$ cat src/rtl/tick_timer_pkg.sv
package tick_timer_pkg;

  // Counter bit driven by each clock-select code: 0 -> 7, n -> 2n-1.
  function automatic int src_bit(int sel);
    return (sel == 0) ? 7 : (2 * sel - 1);
  endfunction

endpackage

$ cat src/rtl/tick_sys_counter.sv
module tick_sys_counter #(
  parameter int CNT_W = 14
) (
  input  logic             clk,
  input  logic             rst_n,
  input  logic             run_en,
  input  logic             clr,
  output logic [CNT_W-1:0] cnt_o
);

  logic [CNT_W-1:0] cnt_q;
  logic [CNT_W-1:0] cnt_d;

  // Clear takes priority over the stop hold.
  always_comb begin
    cnt_d = cnt_q;
    if (clr)
      cnt_d = '0;
    else if (run_en)
      cnt_d = cnt_q + 1'b1;
  end

  always_ff @(posedge clk or negedge rst_n) begin
    if (!rst_n)
      cnt_q <= '0;
    else
      cnt_q <= cnt_d;
  end

  assign cnt_o = cnt_q;

endmodule

$ cat src/rtl/tick_src_select.sv
module tick_src_select
  import tick_timer_pkg::*;
#(
  parameter int CNT_W = 14,
  parameter int SEL_W = 2
) (
  input  logic [CNT_W-1:0] cnt_i,
  input  logic [SEL_W-1:0] sel_i,
  input  logic             en_i,
  output logic             gated_o
);

  localparam int NSRC = 2 ** SEL_W;

  logic [NSRC-1:0] cand;

  for (genvar gi = 0; gi < NSRC; gi++) begin : g_src
    localparam int BIT_IDX = src_bit(gi);
    assign cand[gi] = cnt_i[BIT_IDX];
  end

  assign gated_o = cand[sel_i] & en_i;

endmodule

$ cat src/rtl/tick_fall_detect.sv
module tick_fall_detect (
  input  logic clk,
  input  logic rst_n,
  input  logic level_i,
  output logic pulse_o
);

  logic prev_q;
  logic prev_d;

  always_comb prev_d = level_i;

  always_ff @(posedge clk or negedge rst_n) begin
    if (!rst_n)
      prev_q <= 1'b0;
    else
      prev_q <= prev_d;
  end

  assign pulse_o = prev_q & ~level_i;

endmodule

$ cat src/rtl/tick_edge_timer.sv
module tick_edge_timer #(
  parameter int CNT_W = 14,
  parameter int DIV_W = 8,
  parameter int SEL_W = 2,
  parameter int REG_W = 8
) (
  input  logic             clk,
  input  logic             rst_n,
  input  logic             stop_i,
  input  logic             div_wr_i,
  input  logic             ctl_wr_i,
  input  logic [REG_W-1:0] ctl_wdata_i,
  output logic             tick_o,
  output logic [DIV_W-1:0] div_rdata_o,
  output logic [REG_W-1:0] ctl_rdata_o
);

  localparam int CTL_W   = SEL_W + 1;
  localparam int DIV_LSB = CNT_W - DIV_W;

  // Reset: asserted asynchronously, released through two flops.
  logic [1:0] rst_sync_q;
  logic       rst_int_n;

  always_ff @(posedge clk or negedge rst_n) begin
    if (!rst_n)
      rst_sync_q <= 2'b00;
    else
      rst_sync_q <= {rst_sync_q[0], 1'b1};
  end

  assign rst_int_n = rst_sync_q[1];

  // Control register: enable on top, select below.
  logic [CTL_W-1:0] ctl_q;
  logic [CTL_W-1:0] ctl_d;

  always_comb begin
    ctl_d = ctl_q;
    if (ctl_wr_i)
      ctl_d = ctl_wdata_i[CTL_W-1:0];
  end

  always_ff @(posedge clk or negedge rst_int_n) begin
    if (!rst_int_n)
      ctl_q <= '0;
    else
      ctl_q <= ctl_d;
  end

  logic [CNT_W-1:0] cnt;
  logic             gated;

  tick_sys_counter #(
    .CNT_W (CNT_W)
  ) u_cnt (
    .clk    (clk),
    .rst_n  (rst_int_n),
    .run_en (~stop_i),
    .clr    (div_wr_i),
    .cnt_o  (cnt)
  );

  tick_src_select #(
    .CNT_W (CNT_W),
    .SEL_W (SEL_W)
  ) u_sel (
    .cnt_i   (cnt),
    .sel_i   (ctl_q[SEL_W-1:0]),
    .en_i    (ctl_q[SEL_W]),
    .gated_o (gated)
  );

  tick_fall_detect u_edge (
    .clk     (clk),
    .rst_n   (rst_int_n),
    .level_i (gated),
    .pulse_o (tick_o)
  );

  assign div_rdata_o = cnt[CNT_W-1:DIV_LSB];
  assign ctl_rdata_o = {{(REG_W-CTL_W){1'b1}}, ctl_q};

endmodule

$ cat config.mk
export PLATFORM = sky130hd
export DESIGN_NAME = tick_edge_timer
export DESIGN_NICKNAME = d
export VERILOG_FILES = /design/src/rtl/tick_timer_pkg.sv /design/src/rtl/tick_sys_counter.sv /design/src/rtl/tick_src_select.sv /design/src/rtl/tick_fall_detect.sv /design/src/rtl/tick_edge_timer.sv
export SDC_FILE = /design/constraint.sdc
export NUM_CORES = 1
export LEC_CHECK = 0
export ABC_AREA = 1
export BUFFER_PORTS_ARGS = -buffer_cell sky130_fd_sc_hd__buf_2
export CAP_MARGIN = 20
export CORE_MARGIN = 2
export CORE_UTILIZATION = 51
export CTS_CLUSTER_DIAMETER = 40
export DETAILED_ROUTE_END_ITERATION = 8
export GPL_TIMING_DRIVEN = 0
export PLACE_DENSITY_LB_ADDON = 0.12
export SYNTH_ARGS = -nofsm -noshare
export SYNTH_HDL_FRONTEND = slang
export SYNTH_SLANG_ARGS = --single-unit
$ cat constraint.sdc
create_clock -name clk -period 1.4 [get_ports clk]
set_clock_uncertainty 0.1 [all_clocks]
set_input_delay 0.42 -clock clk [delete_from_list [all_inputs] [get_ports clk]]
set_output_delay 0.42 -clock clk [all_outputs]
set_load 0.02 [all_outputs]
==> results.yml, run 1 <==
route:
  first_iter_violations: 19
  wl_per_cell_um: 11.6
  viasPerCell: 4.83
  vias: 994
  drc: 0
  drt_pass1_iterations: 4
  antenna_left: 0
  wirelength_um: 2390
power:
  pwr-share-seq: 0.550
  fin_total_pwr_mw: 1.13
  leakagePower_nw: 0.761
  internal_power_uw: 827
  p_clk_frac: 0.312
  irDropWorstVdd_mv: 0.658
  power_frac_comb: 0.138
  switching_share: 0.270
  switchingPower_uw: 305
  power_density_nw_per_um2: 740
cts:
  clk_pin_slew_worst_paths_ns: 0.12
  cts_tree: "built"
  cts-root-buf: "clkbuf_4"
  clkLatencyLatePin_ns: 0.31
  htreeDepth: 1
  cts_sinks: 20
  numCtsBuffers: 3
  cts.path.max_buffers: 2
sta:
  hold_ws_ns: 0.203
  fmax_ghz: 0.541
  setup_ws_ns: -0.448
  relSlewSlack: 0.506
  period_share: 1.32
  tns_ns: -0.971
  rsz0062_at_grt: "true"
  setup_viol: 5
  finalMaxSlewViolations: 0
  period_minus_slack_ns: 1.85
  tightest_slew_ns: 0.741
  finalHoldViolations: 0
final_layout:
  fillCellCount: 154
  antenna_cells: 0
  fin_util: 0.764
  syn2layout_area_growth_pct: 37.7
  instances_no_fill: 206
  nNetsFinal: 194
  final-seq-area_sq_um: 504
  multi_input_area_sq_um: 509
  drive_gt1_frac: 0.464
die:
  initial_core_util: 0.555
  die_h_um: 50.7
  dieArea_sq_um: 2570
  rows: 16
  core-area_sq_um: 2000
  die_w_um: 50.7
  num_io_pins: 30
hold_path:
  hold_path_end: "ctl_q[2]"
  hp-start: "ctl_wdata_i[2]"
  hold_depth: 3
  hold_path.class: "input pin to register"
global_route:
  grt_pass1_vias: 917
  grt_pass1_wl_um: 3930
  antenna_found_initial: 0
  track_usage: 0.208
  overflow: 0
  grt_max_degree: 19
worst_setup_path:
  crit_path_start_kind: "register"
  regToRegStartpoint: "u_cnt.cnt_o[7]"
  crit_type: "register to output port"
  worstPathArrival_ns: 1.33
  ff2ff_setup_slack_ns: 0.02
  crit_path_end_kind: "output port"
  rr_endpoint: "u_cnt.cnt_o[13]"
  cp_max_fo: 3
  worstPathRequired_ns: 0.88
  reg2reg_depth: 8
flow_run:
  maxCapViolations: 0
place:
  portBuffers: 19
  hpwl_um: 1540
  place_inst: 193
  gp_congestion: 0.825
yosys:
  synth_top_area_share: 0.450
  syn_avg_cell_area_sq_um: 7.82
  synth-edff-count: 0
  synth_area_leaders: "dfrtp_1 45%, buf_4 9.5%, nand2_1 8.4%, inv_1 7.4%, a21oi_1 4.5%"
  seq_area_frac_synth: 0.450
  ys_top_cells_by_count: "25 x nand2_1, 22 x inv_1, 20 x dfrtp_1"
  synth_area_leader_cell: "dfrtp_1"
  synth-xor-area-share: 0
  syn_inst: 142
  synthMuxAreaShare: 0
  synthAdderAreaFrac: 0.0113
  ys_async_sr_fraction: 1.00
  synth_seq_cells: 20
  yosysMostFrequentCell: "nand2_1"
  synth_simple_gate_area_frac: 0.260
  ys.flop_type: "dfrtp_1"
  post_synth_num_cell_types: 22
  yosysWarnings: 0
  synth_top_family_by_area: "simple AND/OR/NAND/NOR gates"
  mappedNetlistArea_sq_um: 1110
  synth_compound_area_frac: 0.0957
run_status:
  status: "finished with violations"
  failed_checks: "setup timing"
[power by group through the flow]
| stage | registers, mW | logic, mW | clock network, mW |
|---|---|---|---|
| finish | 0.622 | 0.156 | 0.354 |
| global route | 0.627 | 0.173 | 0.383 |
| CTS | 0.620 | 0.146 | 0.355 |
| detailed placement | 0.630 | 0.115 | 0 |
| global placement | 0.629 | 0.112 | 0 |
| floorplan | 0.631 | 0.0750 | 0 |
[sequential cells by signal (all words and copies together) (netlist names)]
| name | cells |
|---|---|
| ctl_q | 3 |
| rst_sync_q | 2 |
| u_cnt.cnt_o | 14 |
| u_edge.prev_q | 1 |
[through the flow]
stage / setup slack, ns / area (sq um)
final: -0.448 / 1530
after CTS: -0.434 / 1430
after floorplan: -0.0684 / 1130
after global routing: -0.525 / 1530
after global placement: -0.239 / 1260
after detailed placement: -0.247 / 1260
[cells by family (layout without fill, tap and decap cells)]
logic type / Yosys count / count (layout)
simple gates: 60 / 60
other cells: 1 / 6
buf+inv: 39 / 71
fa+ha+maj: 1 / 1
compound gates: 21 / 21
flops: 20 / 20
[layout make-up]
cell class                      instances  area share
Multi-Input combinational cell         88       0.333
Sequential cell                        20       0.330
Tap cell                               27      0.0221
Inverter                               24      0.0589
Timing Repair Buffer                   35       0.191
Buffer                                  8      0.0417
Clock buffer                            4      0.0237
[timing repair]
item,in CTS,in global routing
pin swaps,4,5
endpoints found under the hold margin,2,0
buffers inserted,12,3
endpoints found under the setup margin,12,21
hold buffers,1,0
gates resized for setup,29,25
[worst max path at each step]
stage                              start  endpoint  slack (ns)  depth (start not counted)
after detailed placement  u_cnt.cnt_o[3]    tick_o       -0.25                          6
final                           ctl_q[0]    tick_o       -0.45                          6
after CTS                       ctl_q[0]    tick_o       -0.43                          5
after global placement    u_cnt.cnt_o[3]    tick_o       -0.24                          6
after global routing      u_cnt.cnt_o[3]    tick_o       -0.52                          6
after floorplan                 ctl_q[0]    tick_o       -0.07                          5
[layout by cell type (no fill, tap or decap), types with 7 or more instances in the layout]
cell      n
nand2_1  22
o21ai_0   7
inv_1    15
buf_2     7
buf_6    14
dfrtp_1  17
nor2_1    9
inv_2     9
buf_4    20
[critical path, stage by stage, from the launching register on]
cell,delay (ns)
dfrtp_2,0.41
inv_2,0.05
a21oi_2,0.10
o21ai_1,0.09
a21oi_2,0.18
nor2_2,0.05
buf_6,0.12
[per-layer routing]
layer / vias up / share of wire / global-route usage
met5: - / 0 / 0
met4: 0 / 0.014 / 0.0766
met3: 5 / 0.050 / 0.0417
met2: 27 / 0.51 / 0.368
met1: 465 / 0.43 / 0.248
li1: 497 / - / -
Power figures use the tool's default switching activity.
==> run 2, diff against run 1 <==
Settings changed: CAP_MARGIN 20 to unset, CORE_ASPECT_RATIO set to 1.75, CORE_UTILIZATION 51 to 25, RECOVER_POWER set to 50.
==> run 2 against run 1 <==
  * The run still ends with setup timing left
  * Cell count rose by 11%
  * Clock power rose by 63%
  * Fmax rose by 3.7%
  * Largest power group unchanged
  * Combinational power fell by 4%
==> results.yml, run 2 (synthesized netlist as in run 1, its figures left out) <==
cts:
  numCtsBuffers: 3
  cts.path.max_buffers: 2
  cts_tree: "built"
  cts_sinks: 20
  cts-root-buf: "clkbuf_8"
  htreeDepth: 1
  clk_pin_slew_worst_paths_ns: 0.08
  clkLatencyLatePin_ns: 0.26
worst_setup_path:
  crit_path_start_kind: "register"
  critPathBufInv: 2
  ff2ff_setup_slack_ns: 0.03
  regToRegStartpoint: "u_cnt.cnt_o[7]"
  crit_end: "tick_o"
  rr_endpoint: "u_cnt.cnt_o[13]"
  crit_start: "u_cnt.cnt_o[1]"
  cpLargestDelayFamily: "flip-flops"
  worstPathArrival_ns: 1.26
  max_stage_delay_ns: 0.38
  cp_cell_sequence: "inv_2, a21oi_2, o21ai_1, a21oi_2, nor2_2, buf_6"
  worstPathRequired_ns: 0.88
  cp_max_fo: 2
  path_depth: 6
  crit_slowest_cell: "dfrtp_1"
  crit_path_end_kind: "output port"
  reg2reg_depth: 9
  crit_path_frequent_cell: "a21oi_2"
  crit_type: "register to output port"
route:
  viasPerCell: 4.30
  first_iter_violations: 21
  wl_per_cell_um: 11.1
  vias: 980
  drc: 0
  antenna_left: 0
  drt_pass1_iterations: 4
  wirelength_um: 2530
power:
  leakagePower_nw: 0.819
  irDropWorstVdd_mv: 0.486
  power_density_nw_per_um2: 831
final_layout:
  nNetsFinal: 192
  antenna_cells: 0
  syn2layout_area_growth_pct: 45.9
  instances_no_fill: 228
  drive_gt1_frac: 0.458
  largest_reg_flops: 14
  layout.cells.most_common: "nand2_1"
  final_cell_mix: "20 x nand2_1, 18 x dfrtp_1, 16 x inv_1"
global_route:
  grt_max_degree: 19
  antenna_found_initial: 0
  grt_pass1_wl_um: 4190
  overflow: 0
  grt_pass1_vias: 986
  track_usage: 0.112
die:
  dieArea_sq_um: 5010
  initial_core_util: 0.257
  core-area_sq_um: 4320
  rows: 32
  die_h_um: 92.2
  die_w_um: 54.4
  num_io_pins: 30
sta:
  setup_viol: 3
  rsz0062_at_grt: "true"
  hold_ws_ns: 0.210
  fmax_ghz: 0.561
  tightest_slew_ns: 0.743
  finalHoldViolations: 0
  period_share: 1.27
  setup_ws_ns: -0.382
  relSlewSlack: 0.505
  finalMaxSlewViolations: 0
  period_minus_slack_ns: 1.78
place:
  gp_congestion: 0.807
  place_inst: 217
  hpwl_um: 1860
  portBuffers: 19
hold_path:
  hold_path.class: "register to asynchronous set/reset pin"
run_status:
  failed_checks: "setup timing"
  status: "finished with violations"
flow_run:
  maxCapViolations: 0
run 2: changes by cell type in the layout (fill, tap and decap cells not counted), sizes merged:
cell    previous run  this run
buf               41        38
bufinv             0         1
run 2: worst register-to-register path, stage by stage (launching register included):
cell,delay (ns)
dfrtp_1,0.38
buf_6,0.12
buf_6,0.09
nand2_4,0.05
nor2_4,0.13
nand2_2,0.08
nor2_4,0.14
nand3_2,0.08
nand2_1,0.06
nor2_1,0.04
run 2: through the flow:
step	TNS [ns]	worst slack [ns]	power [mW]	utilization	area (sq um)
CTS	-0.581	-0.397	1.35	0.350	1510
global placement	-1.17	-0.279	0.745	0.299	1290
floorplan	-0.0684	-0.0684	0.706	-	1130
finish	-0.630	-0.382	1.35	0.375	1620
global route	-1.04	-0.478	1.41	0.375	1620
detailed placement	-1.18	-0.273	0.747	0.299	1290
run 2: cell type report:
| type | count | area [sq um] |
|---|---|---|
| Inverter | 24 | 92.6 |
| Sequential cell | 20 | 503 |
| Buffer | 8 | 63.8 |
| Multi-Input combinational cell | 88 | 552 |
| Tap cell | 51 | 63.8 |
| Clock inverter | 1 | 30.0 |
| Fill cell | 480 | 2700 |
| Timing Repair Buffer | 33 | 275 |
| Clock buffer | 3 | 41.3 |
run 2: timing repair:
item,in CTS,in global routing
resized for setup,36,25
endpoints found under the setup margin,11,13
endpoints found under the hold margin,2,0
pin swaps,6,8
hold buffers,1,0
buffers inserted,11,4
run 2: layer usage:
metal,up-vias,track usage,wire (um)
met1,456,0.119,888
met3,8,0.0179,83
met4,0,0.0542,76
met5,-,0,0
met2,24,0.201,1480
li1,492,-,-
run 2: worst min-delay path by stage:
stage,start,endpoint,slack (ns),cells past startpoint
floorplan,rst_n,rst_sync_q[0],0.02,0
global placement,rst_n,rst_sync_q[0],0.10,1
detailed placement,rst_n,rst_sync_q[0],0.11,1
CTS,rst_sync_q[1],u_cnt.cnt_o[1],0.25,0
global route,ctl_wdata_i[1],ctl_q[1],0.26,3
finish,rst_sync_q[1],u_cnt.cnt_o[1],0.21,0
run 2: power breakdown:
part	switching, mW	internal [mW]
logic	0.0840	0.0646
clock network	0.197	0.382
registers	0.0242	0.596
==> run 3, diff against run 2 <==
Settings changed: CELL_PAD_IN_SITES_DETAIL_PLACEMENT set to 0, CELL_PAD_IN_SITES_GLOBAL_PLACEMENT set to 2.
==> run 3 against run 2 <==
  * The flow still finishes with violations (setup timing)
  * Fmax shrank 0.69%
  * Sequential share of layout area hardly changed
  * Largest cell class unchanged
  * Flip-flop and latch count did not move
  * First-iteration DRC count down 52%
  * Critical path depth is 1 lower
  * Core utilization up 0.087 points
  * Routed wire length increased by 2.6%
==> results.yml, run 3 (synthesized netlist as in run 1, its figures left out) <==
run_status:
  status: "finished with violations"
  failed_checks: "setup timing"
worst_setup_path:
  critPathBufInv: 2
  ff2ff_setup_slack_ns: 0.04
  crit_slowest_cell: "dfrtp_2"
  max_stage_delay_ns: 0.43
  cp_max_fo: 3
  worstPathArrival_ns: 1.27
  crit_path_start_kind: "register"
  cp_cell_sequence: "buf_4, o21ai_1, a21oi_2, nor2_2, buf_6"
  crit_type: "register to output port"
  crit_path_end_kind: "output port"
  cpLargestDelayFamily: "flip-flops"
  worstPathRequired_ns: 0.88
global_route:
  grt_pass1_vias: 943
  grt_max_degree: 19
  track_usage: 0.124
  antenna_found_initial: 0
  grt_pass1_wl_um: 4360
  overflow: 0
power:
  fin_total_pwr_mw: 1.17
  irDropWorstVdd_mv: 0.435
  leakagePower_nw: 0.809
  power_density_nw_per_um2: 718
flow_run:
  maxCapViolations: 0
final_layout:
  drive_gt1_frac: 0.469
  final-seq-area_sq_um: 504
  antenna_cells: 0
  multi_input_area_sq_um: 546
  fillCellCount: 472
  nNetsFinal: 195
  syn2layout_area_growth_pct: 46.3
  largest_reg_flops: 14
  final_cell_mix: "18 x nand2_1, 18 x buf_6, 17 x inv_1, 17 x buf_4, 17 x dfrtp_1"
place:
  portBuffers: 19
  gp_congestion: 0.744
  post-place-ws_ns: -0.274
  hpwl_um: 1960
die:
  initial_core_util: 0.257
  die_h_um: 92.2
  die_w_um: 54.4
  num_io_pins: 30
  dieArea_sq_um: 5010
  rows: 32
  core-area_sq_um: 4320
hold_path:
  hold_path.class: "register to asynchronous set/reset pin"
cts:
  htreeDepth: 1
  cts.path.max_buffers: 2
  cts_sinks: 20
  numCtsBuffers: 3
  cts-root-buf: "clkbuf_8"
  cts_tree: "built"
  clk_pin_slew_worst_paths_ns: 0.08
  clkLatencyLatePin_ns: 0.26
sta:
  rsz0062_at_grt: "true"
  period_share: 1.28
  hold_ws_ns: 0.230
  finalMaxSlewViolations: 0
  relSlewSlack: 0.473
  tightest_slew_ns: 0.790
  setup_ws_ns: -0.394
  setup_viol: 6
  fmax_ghz: 0.557
  finalHoldViolations: 0
  period_minus_slack_ns: 1.79
route:
  antenna_left: 0
  drt_pass1_iterations: 3
  wl_per_cell_um: 11.3
  drc: 0
  first_iter_violations: 10
  wirelength_um: 2590
  viasPerCell: 4.15
  vias: 955
-- run 3: worst paths after layout --
check	start	end	depth (start not counted)
worst min register to register	rst_sync_q[1]	u_cnt.cnt_o[10]	0
worst max register to register	u_cnt.cnt_o[1]	u_cnt.cnt_o[10]	9
max in group asynchronous	rst_sync_q[1]	ctl_q[1]	0
worst min-delay path	rst_sync_q[1]	u_cnt.cnt_o[10]	0
min in group clk	ctl_wdata_i[1]	ctl_q[1]	3
worst max-delay path	ctl_q[0]	tick_o	5
-- run 3: routing by layer --
layer / global-route usage / vias up / share of wire
met5: 0 / - / 0
met4: 0.0833 / 0 / 0.023
met1: 0.134 / 433 / 0.38
met3: 0.0195 / 5 / 0.029
met2: 0.207 / 17 / 0.57
li1: - / 500 / -
-- run 3: report_power, final --
group	leakage (nW)	switching (mW)	total, mW	internal (mW)
logic	0.524	0.0845	0.155	0.0702
clock network	0.0216	0.199	0.391	0.192
registers	0.264	0.0257	0.622	0.596
total	0.809	0.309	1.17	0.858
-- run 3: what timing repair did --
item / in CTS / in global routing
hold endpoints to repair: 2 / 0
setup buffers: 11 / 4
resized for setup: 33 / 34
endpoints found under the setup margin: 11 / 15
pin swaps: 4 / 9
hold buffers: 1 / 0
-- run 3: area by class of cell --
type / instances / share of cell area
Sequential cell: 20 / 0.310
Clock buffer: 3 / 0.0254
Tap cell: 51 / 0.0393
Timing Repair Buffer: 35 / 0.186
Buffer: 9 / 0.0462
Inverter: 24 / 0.0570
Multi-Input combinational cell: 88 / 0.336
-- run 3: through the flow --
stage	utilization	cell area [sq um]	cells	setup TNS [ns]
2_1_floorplan	-	1130	147	-0.0684
3_3_place_gp	0.299	1290	217	-1.05
3_5_place_dp	0.299	1290	217	-1.17
4_1_cts	0.344	1490	227	-0.708
5_1_grt	0.376	1630	230	-1.08
6_report	0.376	1630	230	-0.727
